$ cat config.mk
export PLATFORM = sky130hd
export DESIGN_NAME = pwm_match_timer
export DESIGN_NICKNAME = d
export VERILOG_FILES = /design/src/rtl/pmt_pkg.sv /design/src/rtl/pmt_rst_sync.sv /design/src/rtl/pmt_regs.sv /design/src/rtl/pmt_count.sv /design/src/rtl/pmt_match.sv /design/src/rtl/pwm_match_timer.sv
export SDC_FILE = /design/constraint.sdc
export NUM_CORES = 1
export LEC_CHECK = 0
export ABC_CLOCK_PERIOD_IN_PS = 21000
export CAP_MARGIN = 20
export CORE_ASPECT_RATIO = 0.75
export CORE_MARGIN = 2
export CORE_UTILIZATION = 30
export CTS_CLUSTER_DIAMETER = 200
export DETAILED_ROUTE_END_ITERATION = 12
export GPL_TIMING_DRIVEN = 0
export SYNTH_ARGS = -nofsm -noshare
export SYNTH_HDL_FRONTEND = slang
export SYNTH_HIERARCHICAL = 1
export SYNTH_SLANG_ARGS = --single-unit
$ cat constraint.sdc
create_clock -name clk -period 21 [get_ports clk]
set_input_delay 3.15 -clock clk [delete_from_list [all_inputs] [get_ports clk]]
set_output_delay 3.15 -clock clk [all_outputs]
set_load 0.03 [all_outputs]
$ cat src/rtl/pmt_pkg.sv
package pmt_pkg;
  // register word addresses
  localparam int unsigned A_CTRL   = 0;
  localparam int unsigned A_PRESC  = 1;
  localparam int unsigned A_MCTL   = 2;
  localparam int unsigned A_PWMEN  = 3;
  localparam int unsigned A_FLAGS  = 4;
  localparam int unsigned A_COUNT  = 5;
  localparam int unsigned A_MATCH0 = 8;
  // control word bits
  localparam int unsigned CTRL_RUN = 0;
  localparam int unsigned CTRL_CLR = 1;
  // match-control field layout, per channel
  localparam int unsigned MC_BITS  = 3;
  localparam int unsigned MC_IRQ   = 0;
  localparam int unsigned MC_RST   = 1;
  localparam int unsigned MC_STOP  = 2;
endpackage

$ cat src/rtl/pmt_rst_sync.sv
module pmt_rst_sync (
  input  logic clk,
  input  logic rst_n,
  output logic rst_sync_n
);
  logic [1:0] sync_q;

  always_ff @(posedge clk or negedge rst_n) begin
    if (!rst_n) sync_q <= 2'b00;
    else        sync_q <= {sync_q[0], 1'b1};
  end

  assign rst_sync_n = sync_q[1];
endmodule

$ cat src/rtl/pmt_regs.sv
module pmt_regs
  import pmt_pkg::*;
#(
  parameter int unsigned CNT_W  = 32,
  parameter int unsigned N_CH   = 4,
  parameter int unsigned ADDR_W = 4
) (
  input  logic                           clk,
  input  logic                           rst_n,
  input  logic                           wr_en,
  input  logic                           rd_en,
  input  logic [ADDR_W-1:0]              addr,
  input  logic [CNT_W-1:0]               wdata,
  output logic [CNT_W-1:0]               rdata,
  input  logic [CNT_W-1:0]               tc,
  input  logic [N_CH-1:0]                flag_set,
  input  logic                           stop_hit,
  output logic                           run_q,
  output logic                           clr_q,
  output logic [CNT_W-1:0]               pr_q,
  output logic [MC_BITS*N_CH-1:0]        mctl_q,
  output logic [N_CH-1:0]                pwm_en_q,
  output logic [N_CH-1:0][CNT_W-1:0]     mr_q,
  output logic [N_CH-1:0]                flags_q
);
  localparam int unsigned MW = MC_BITS * N_CH;

  logic                       run_d, clr_d;
  logic [CNT_W-1:0]           pr_d;
  logic [MW-1:0]              mctl_d;
  logic [N_CH-1:0]            pwm_en_d;
  logic [N_CH-1:0][CNT_W-1:0] mr_d;
  logic [N_CH-1:0]            flags_d;
  logic [N_CH-1:0]            w1c_mask;

  // next state
  always_comb begin
    run_d    = run_q;
    clr_d    = clr_q;
    pr_d     = pr_q;
    mctl_d   = mctl_q;
    pwm_en_d = pwm_en_q;
    mr_d     = mr_q;
    if (wr_en) begin
      if (addr == ADDR_W'(A_CTRL)) begin
        run_d = wdata[CTRL_RUN];
        clr_d = wdata[CTRL_CLR];
      end
      if (addr == ADDR_W'(A_PRESC)) pr_d     = wdata;
      if (addr == ADDR_W'(A_MCTL))  mctl_d   = wdata[MW-1:0];
      if (addr == ADDR_W'(A_PWMEN)) pwm_en_d = wdata[N_CH-1:0];
      for (int i = 0; i < N_CH; i++) begin
        if (addr == ADDR_W'(A_MATCH0 + i)) mr_d[i] = wdata;
      end
    end
    // a stop action overrides a software write of the run bit
    if (stop_hit) run_d = 1'b0;
    w1c_mask = (wr_en && addr == ADDR_W'(A_FLAGS)) ? wdata[N_CH-1:0] : '0;
    flags_d  = (flags_q & ~w1c_mask) | flag_set;
  end

  // state registers
  always_ff @(posedge clk or negedge rst_n) begin
    if (!rst_n) begin
      run_q    <= 1'b0;
      clr_q    <= 1'b0;
      pr_q     <= '0;
      mctl_q   <= '0;
      pwm_en_q <= '0;
      mr_q     <= '0;
      flags_q  <= '0;
    end else begin
      run_q    <= run_d;
      clr_q    <= clr_d;
      pr_q     <= pr_d;
      mctl_q   <= mctl_d;
      pwm_en_q <= pwm_en_d;
      mr_q     <= mr_d;
      flags_q  <= flags_d;
    end
  end

  // read mux
  always_comb begin
    rdata = '0;
    if (rd_en) begin
      if (addr == ADDR_W'(A_CTRL)) begin
        rdata[CTRL_RUN] = run_q;
        rdata[CTRL_CLR] = clr_q;
      end
      if (addr == ADDR_W'(A_PRESC)) rdata           = pr_q;
      if (addr == ADDR_W'(A_MCTL))  rdata[MW-1:0]   = mctl_q;
      if (addr == ADDR_W'(A_PWMEN)) rdata[N_CH-1:0] = pwm_en_q;
      if (addr == ADDR_W'(A_FLAGS)) rdata[N_CH-1:0] = flags_q;
      if (addr == ADDR_W'(A_COUNT)) rdata           = tc;
      for (int i = 0; i < N_CH; i++) begin
        if (addr == ADDR_W'(A_MATCH0 + i)) rdata = mr_q[i];
      end
    end
  end
endmodule

$ cat src/rtl/pmt_count.sv
module pmt_count #(
  parameter int unsigned CNT_W = 32
) (
  input  logic             clk,
  input  logic             rst_n,
  input  logic             run,
  input  logic             clr,
  input  logic [CNT_W-1:0] pr,
  input  logic             stop_hit,
  input  logic             rst_hit,
  output logic [CNT_W-1:0] pc_q,
  output logic [CNT_W-1:0] tc_q,
  output logic             first
);
  logic [CNT_W-1:0] pc_d, tc_d;
  logic             fresh_q, fresh_d;   // count value not yet compared
  logic             pend_q, pend_d;     // clear deferred to end of tick
  logic             active, tick;

  assign active = run & ~clr;
  // ">=" keeps a lowered prescale from stranding the prescale counter
  assign tick   = active & (pc_q >= pr);
  assign first  = active & fresh_q;

  always_comb begin
    pc_d    = pc_q;
    tc_d    = tc_q;
    fresh_d = fresh_q;
    pend_d  = pend_q;
    if (clr) begin
      pc_d    = '0;
      tc_d    = '0;
      fresh_d = 1'b1;
      pend_d  = 1'b0;
    end else if (active) begin
      pc_d = tick ? '0 : pc_q + CNT_W'(1);
      if (tick && !stop_hit) begin
        tc_d    = (pend_q || rst_hit) ? '0 : tc_q + CNT_W'(1);
        fresh_d = 1'b1;
        pend_d  = 1'b0;
      end else begin
        fresh_d = 1'b0;
        pend_d  = pend_q | rst_hit;
      end
    end
  end

  always_ff @(posedge clk or negedge rst_n) begin
    if (!rst_n) begin
      pc_q    <= '0;
      tc_q    <= '0;
      fresh_q <= 1'b1;
      pend_q  <= 1'b0;
    end else begin
      pc_q    <= pc_d;
      tc_q    <= tc_d;
      fresh_q <= fresh_d;
      pend_q  <= pend_d;
    end
  end
endmodule

$ cat src/rtl/pmt_match.sv
module pmt_match
  import pmt_pkg::*;
#(
  parameter int unsigned CNT_W = 32,
  parameter int unsigned N_CH  = 4
) (
  input  logic                       clk,
  input  logic                       rst_n,
  input  logic                       clr,
  input  logic                       first,
  input  logic [CNT_W-1:0]           tc,
  input  logic [N_CH-1:0][CNT_W-1:0] mr,
  input  logic [MC_BITS*N_CH-1:0]    mctl,
  input  logic [N_CH-1:0]            pwm_en,
  output logic [N_CH-1:0]            evt,
  output logic [N_CH-1:0]            flag_set,
  output logic                       stop_hit,
  output logic                       rst_hit,
  output logic [N_CH-1:0]            mat_out
);
  logic [N_CH-1:0] irq_en, rst_en, stop_en;
  logic [N_CH-1:0] out_d, out_q, below;
  logic            has_per, cyc_start;
  logic [CNT_W-1:0] per_val;

  // period comes from the lowest-numbered channel with reset enabled
  always_comb begin
    has_per = 1'b0;
    per_val = '0;
    for (int i = N_CH - 1; i >= 0; i--) begin
      if (rst_en[i]) begin
        has_per = 1'b1;
        per_val = mr[i];
      end
    end
  end

  assign cyc_start = first & (tc == '0);

  for (genvar g = 0; g < N_CH; g++) begin : g_ch
    assign irq_en[g]  = mctl[g*MC_BITS + MC_IRQ];
    assign rst_en[g]  = mctl[g*MC_BITS + MC_RST];
    assign stop_en[g] = mctl[g*MC_BITS + MC_STOP];
    assign evt[g]     = first & (tc == mr[g]);
    assign below[g]   = ~has_per | (mr[g] < per_val);
    // PWM: set on match (wins over cycle start), clear at cycle start
    assign out_d[g]   = clr       ? 1'b0 :
                        !pwm_en[g] ? evt[g] :
                        (evt[g] && below[g]) ? 1'b1 :
                        cyc_start ? 1'b0 : out_q[g];
  end

  assign flag_set = evt & irq_en;
  assign stop_hit = |(evt & stop_en);
  assign rst_hit  = |(evt & rst_en);
  assign mat_out  = out_q;

  always_ff @(posedge clk or negedge rst_n) begin
    if (!rst_n) out_q <= '0;
    else        out_q <= out_d;
  end
endmodule

$ cat src/rtl/pwm_match_timer.sv
module pwm_match_timer
  import pmt_pkg::*;
#(
  parameter int unsigned CNT_W  = 32,
  parameter int unsigned N_CH   = 4,
  parameter int unsigned ADDR_W = 4
) (
  input  logic              clk,
  input  logic              rst_n,
  input  logic              wr_en,
  input  logic              rd_en,
  input  logic [ADDR_W-1:0] addr,
  input  logic [CNT_W-1:0]  wdata,
  output logic [CNT_W-1:0]  rdata,
  output logic              irq,
  output logic [N_CH-1:0]   mat_out
);
  localparam int unsigned MW = MC_BITS * N_CH;

  logic                       rst_sync_n;
  logic                       run_q, clr_q, first, stop_hit, rst_hit;
  logic [CNT_W-1:0]           pr_q, pc_q, tc_q;
  logic [MW-1:0]              mctl_q;
  logic [N_CH-1:0]            pwm_en_q, flags_q, flag_set, match_evt;
  logic [N_CH-1:0][CNT_W-1:0] mr_q;

  pmt_rst_sync u_rst (
    .clk        (clk),
    .rst_n      (rst_n),
    .rst_sync_n (rst_sync_n)
  );

  pmt_regs #(.CNT_W(CNT_W), .N_CH(N_CH), .ADDR_W(ADDR_W)) u_regs (
    .clk      (clk),
    .rst_n    (rst_sync_n),
    .wr_en    (wr_en),
    .rd_en    (rd_en),
    .addr     (addr),
    .wdata    (wdata),
    .rdata    (rdata),
    .tc       (tc_q),
    .flag_set (flag_set),
    .stop_hit (stop_hit),
    .run_q    (run_q),
    .clr_q    (clr_q),
    .pr_q     (pr_q),
    .mctl_q   (mctl_q),
    .pwm_en_q (pwm_en_q),
    .mr_q     (mr_q),
    .flags_q  (flags_q)
  );

  pmt_count #(.CNT_W(CNT_W)) u_count (
    .clk      (clk),
    .rst_n    (rst_sync_n),
    .run      (run_q),
    .clr      (clr_q),
    .pr       (pr_q),
    .stop_hit (stop_hit),
    .rst_hit  (rst_hit),
    .pc_q     (pc_q),
    .tc_q     (tc_q),
    .first    (first)
  );

  pmt_match #(.CNT_W(CNT_W), .N_CH(N_CH)) u_match (
    .clk      (clk),
    .rst_n    (rst_sync_n),
    .clr      (clr_q),
    .first    (first),
    .tc       (tc_q),
    .mr       (mr_q),
    .mctl     (mctl_q),
    .pwm_en   (pwm_en_q),
    .evt      (match_evt),
    .flag_set (flag_set),
    .stop_hit (stop_hit),
    .rst_hit  (rst_hit),
    .mat_out  (mat_out)
  );

  assign irq = |flags_q;
endmodule

After elaboration in Yosys (flattened, before gate mapping) --
Cells that the tools add are included. W data, S select, Z words.
Word-level totals: register bits 254, input port bits 40, output and inout port bits 37, logic and storage cells 140
Operators by class: add/subtract/negate cells 2, bitwise logic cells 21, mux-type cells 49, $lt $le $gt $ge 5, reductions and logical operators 27, equality and inequality tests 17
Operator list (number):
- $mux W32 | 18
- $eq A32 B32 Y1 | 4
- $lt A32 B32 Y1 | 4
- $add A32 B1 Y32 const B | 2
- $ge A32 B32 Y1 | 1
- $logic_not A32 Y1 | 1
- $mux W1 | 26
- $reduce_and A2 Y1 | 10
- $and A4 B4 Y4 | 4
- $eq A4 B4 Y1 const B | 4
- $ne A4 B1 Y1 const B | 4
- $mux W12 | 1
- $mux W4 | 3
- $reduce_or A4 Y1 | 3
- $and A1 B1 Y1 | 8
- $eq A4 B2 Y1 const B | 2
- $eq A4 B3 Y1 const B | 2
- $reduce_bool A2 Y1 | 4
- $logic_and A1 B1 Y1 | 6
- $or A1 B1 Y1 | 5
- $eq A4 B1 Y1 const B | 1
- $logic_not A4 Y1 | 1
- $not A4 Y4 | 1
- $or A4 B4 Y4 | 1
- other kinds (4) | 5

Longest topological paths before layout --
Gate-level depths: netlist (run 1).
depth in word-level cells 12, mapped depth 14

By module --
The synthesis (run 1) kept the hierarchy.
By module, submodules not included:
- pmt_regs | area an instance 8485.6 um2, times used 1, cells each 643
- pmt_match | area an instance 5810.6 um2, times used 1, cells each 766
- pmt_count | area an instance 4603.2 um2, times used 1, cells each 549
- pmt_rst_sync | area an instance 53.8 um2, times used 1, cells each 3
- pwm_match_timer | area an instance 7.5 um2, times used 1, cells each 1

Worst setup path before layout (run 1) --
Ideal clock, no wire load.
path type input port to output port, start input port addr[3], end output port rdata[2], data arrival time 5.498 ns, buffers on the path 2, stages 7, path slack 12.352 ns, path through buf_2 buf_2 inv_1 o21ai_0 a222oi_1 o21a_1 a2111oi_0
On the way: word-level cells in the longest chain between the ends 11
Ends and longest elaborated chain:
- start, declared | RTL line pwm_match_timer.sv:12 | input logic [ADDR_W-1:0] addr,
- $eq A4 B1 Y1 | RTL line pmt_regs.sv:91 | if (addr == ADDR_W'(A_PRESC)) rdata = pr_q;
- $mux W32 | RTL line pmt_regs.sv:91
- $mux W12 | RTL line pmt_regs.sv:92 | if (addr == ADDR_W'(A_MCTL)) rdata[MW-1:0] = mctl_q;
- $mux W4 | RTL line pmt_regs.sv:93 | if (addr == ADDR_W'(A_PWMEN)) rdata[N_CH-1:0] = pwm_en_q;
- $mux W4 | RTL line pmt_regs.sv:94 | if (addr == ADDR_W'(A_FLAGS)) rdata[N_CH-1:0] = flags_q;
- $mux W32 | RTL line pmt_regs.sv:95 | if (addr == ADDR_W'(A_COUNT)) rdata = tc;
- $mux W32 (3 in a row) | RTL line pmt_regs.sv:97 | if (addr == ADDR_W'(A_MATCH0 + i)) rdata = mr_q[i];
- $mux W32 (*) | RTL line pmt_regs.sv:97
- $mux W32 (*) | RTL line pmt_regs.sv:86 | if (rd_en) begin
- end, declared | RTL line pwm_match_timer.sv:14 | output logic [CNT_W-1:0] rdata,
Every way passes the cells marked *; elsewhere a longest branch is shown, timed or not.

Worst setup path after layout (run 1) --
start input port addr[1], end output port rdata[14]
On the way: word-level cells in the longest chain between the ends 8
Ends and longest elaborated chain (RTL line):
- $eq A4 B1 Y1 | pmt_regs.sv:91
- $mux W32 | pmt_regs.sv:91
- $mux W32 | pmt_regs.sv:95
- $mux W32 (3 in a row) | pmt_regs.sv:97
- $mux W32 (*) | pmt_regs.sv:97
- $mux W32 (*) | pmt_regs.sv:86
Marks and branches as above.

==> results of run 1 <==
## cells by family after synthesis
family                     after synthesis  synth area share, %
xor gates and xnor gates               128                 5.95
adders and majority gates              158                 10.4
muxes                                  216                 13.3
buffers and inverters                  172                 4.11
other                                    1               0.0198
and+or+nand+nor                        566                 16.3
AOI/OAI and AO/OA                      467                 16.4
DFF                                    254                 33.5
## cell type report
| class | instances | area, sq um | share of cell area (%) |
|---|---|---|---|
| Buffer | 123 | 596 | 2.71 |
| Clock buffer | 34 | 774 | 3.53 |
| Clock inverter | 20 | 367 | 1.67 |
| Inverter | 49 | 184 | 0.838 |
| Multi-Input combinational cell | 1536 | 11800 | 53.8 |
| Sequential cell | 254 | 6360 | 29.0 |
| Tap cell | 810 | 1010 | 4.62 |
| Timing Repair Buffer | 77 | 838 | 3.82 |
## registers in the layout, indices dropped and copies added (netlist names)
register,count
u_regs/mr_q,128
u_count/pc_q,32
u_count/tc_q,32
u_regs/pr_q,32
u_regs/mctl_q,12
u_match/mat_out,4
u_regs/flags_q,4
u_regs/pwm_en_q,4
u_rst/sync_q,2
u_count/fresh_q,1
u_count/pend_q,1
u_regs/clr_q,1
u_regs/run_q,1
## layer usage
metal | global-route usage [%] | up-vias
met1 | 37.7 | 9092
met2 | 35.8 | 1059
met3 | 5.30 | 153
li1 | - | 7630
met4 | 6.85 | 2
met5 | 0 | -
## through the flow
| step | util [%] | total power [uW] | worst slack [ns] |
|---|---|---|---|
| 3_5_place_dp | 33.4 | 1570 | 11.37 |
| 5_1_grt | 35.3 | 2320 | 11.25 |
| 2_1_floorplan | - | 1230 | 12.35 |
| 4_1_cts | 35.3 | 2200 | 11.35 |
| 3_3_place_gp | 33.2 | 1550 | 10.33 |
| 6_report | 35.3 | 2220 | 11.25 |
## cell usage in the layout (no fill, tap or decap), drive strengths merged, types with 21 or more instances in the layout
cell / instances
dfrtp: 253
mux2: 179
ha: 158
a21oi: 143
nand2: 112
xor2: 110
clkbuf: 103
nor2: 89
clkdlybuf4s50: 72
o21ai: 69
nor3: 59
buf: 59
nor4: 56
nor2b: 54
inv: 53
a31oi: 52
nand3: 50
nand4: 45
a221oi: 39
mux2i: 35
a22oi: 35
and3: 21
## where the power goes
| part | leakage (uW) | internal (uW) | switching, uW |
|---|---|---|---|
| Combinational | 0.00563 | 342 | 468 |
| Sequential | 0.00323 | 570 | 224 |
| Clock | 0.000548 | 378 | 235 |
## final timing paths
path / start / endpoint / slack [ns]
max: addr[1] / rdata[14] / 11.25
min: u_rst/sync_q[1] / u_regs/mr_q[21] / 0.33
max reg2reg: u_regs/clr_q / u_count/tc_q[8] / 15.26
min reg2reg: u_rst/sync_q[1] / u_regs/mr_q[21] / 0.33
max in group asynchronous: rst_n / u_rst/sync_q[1] / 18.15
min in group clk: u_rst/sync_q[0] / u_rst/sync_q[1] / 0.35
==> out/results.txt, run 1 <==
Worst-Skew Late Latency: 0.60 ns
pwr dens: 101 mW/mm^2
largest net degree at the start of global routing: 70
gr ovfl total: 0
Final Cell Area: 0.0220 sq mm
share of the synthesized area in the top cell type: 33.4%
via density per instance: 6.18
CP peak stage delay: 0.78 ns
Routed WL: 83900 um
Post-Synthesis Cells: 1962
most numerous cell in the Yosys netlist: dfrtp_1
placed wire-length estimate: 65800 um
Max clock buf depth: 3
max_cap viols: 0
fin crit share: 46.4%
Residual DRC: 0
# setup viols final: 0
Leak: 0.00942 uW
wire length per cell: 28.9 um
M1 WL: 37800 um
Worst setup SP type: primary input
Fmax: 103 MHz
worst path cell trace: clkdlybuf4s50_1, nand2b_1, nor2_2, clkbuf_1, a21oi_1, a31oi_1, clkdlybuf4s50_1
gr usage total: 25.1%
TritonRoute pass-1 iters: 9
final antenna diode count: 0
synthesized cell area: 0.0190 sq mm
Slew Viols, Final: 0
crit-path max FO: 10
met3 WL post-DR: 8920 um
DR top layer: met5
R2R depth: 14
Crit path top cell by count: clkdlybuf4s50_1
die height: 222 um
post-synth cell types: 87
status: finished, final reports clean
Min-Delay Path Class: reg -> async
ys flop type: dfrtp_1
Worst-path clk slew: 0.06 ns
filler cell count: 6300
Initial DRC Count: 2716
Worst Clk Skew: 0.0165 ns
Die Width: 294 um
actual slew at the worst max-slew pin: 1.22 ns
Post-synth EDFFs: 0
clock period minus worst slack: 9.75 ns
# placed instances: 2849
Buffers & Inverters on Critical Path: 3
register area share after synthesis: 33.5%
Async SR Flop Fraction: 100%
Critical-path top delay cell: clkdlybuf4s50_1
Vias: 17.9k
#FFs+latches synth: 254
CTS buffer count: 29
row count: 79
synth cell count leaders: 253 x dfrtp_1, 158 x ha_1, 146 x mux2_2
Routability Congestion: 1.03
Worst slew margin: 17.8%
CTS tree: yes
WP depth: 7
input/output buffers: 72
clock sinks: 254
post-layout net count: 2268
placed instance area: 0.0208 sq mm
CP delay by family, top: buffers and inverters
vias in the first global route: 16.9k
initial antenna violation count: 3
CTS H-tree depth: 1
Starting Density: 30.4%
DRT antenna net count: 0
synthesis-to-finish area growth: 15.8%
RSZ-0062 raised after global routing: false
root buf cell: clkbuf_16
post-cts resize count: 0
Post-CTS Setup Inserts: 0
Synthesized Nets: 2160
core footprint: 0.0623 sq mm
Worst EP required: 17.85 ns
hold buffer count at cts: 0
Final Hold Vio Count: 0
fraction of layout cells with a size suffix above 1: 14.9%
largest area contributor in the netlist: dfrtp_1
Ports: 77
Crit. End Element: output port
fin cells: 2903
TNS Setup: 0 ns
critical path type: in -> out
CP Data Arrival Time: 6.60 ns
met2 WL: 34400 um
Avg Synthesized Cell Area: 9.66 sq um
largest cells by area after synthesis: dfrtp_1 33%, ha_1 10%, mux2_2 8.7%
first-pass GRT wire length: 121000 um
hold slack: 0.334 ns
synth warn: 6
peak supply drop: 0.0703 mV
die area: 0.0653 sq mm
(Power assumes the default switching activity.)
==> run 2, diff against run 1 <==
--- a/config.mk
+++ b/config.mk
@@ -5,7 +5,7 @@
 export SDC_FILE = /design/constraint.sdc
 export NUM_CORES = 1
 export LEC_CHECK = 0
-export ABC_CLOCK_PERIOD_IN_PS = 21000
+export ABC_CLOCK_PERIOD_IN_PS = 9040
 export CAP_MARGIN = 20
 export CORE_ASPECT_RATIO = 0.75
 export CORE_MARGIN = 2
==> constraint.sdc (replaced) <==
create_clock -name clk -period 9.04 [get_ports clk]
set_input_delay 1.356 -clock clk [delete_from_list [all_inputs] [get_ports clk]]
set_output_delay 1.356 -clock clk [all_outputs]
set_load 0.03 [all_outputs]
==> results of run 2 <==
The final DEF is identical to that of run 1. Status: finished, final reports clean.
Among the figures that moved: setup slack after placement 11.37 ns -> 3.00 ns; setup slack after layout 11.25 ns -> 2.88 ns; register-to-register setup slack 15.26 ns -> 3.30 ns; total power 2220 uW -> 5150 uW; worst IR drop on VDD 0.0703 mV -> 0.163 mV
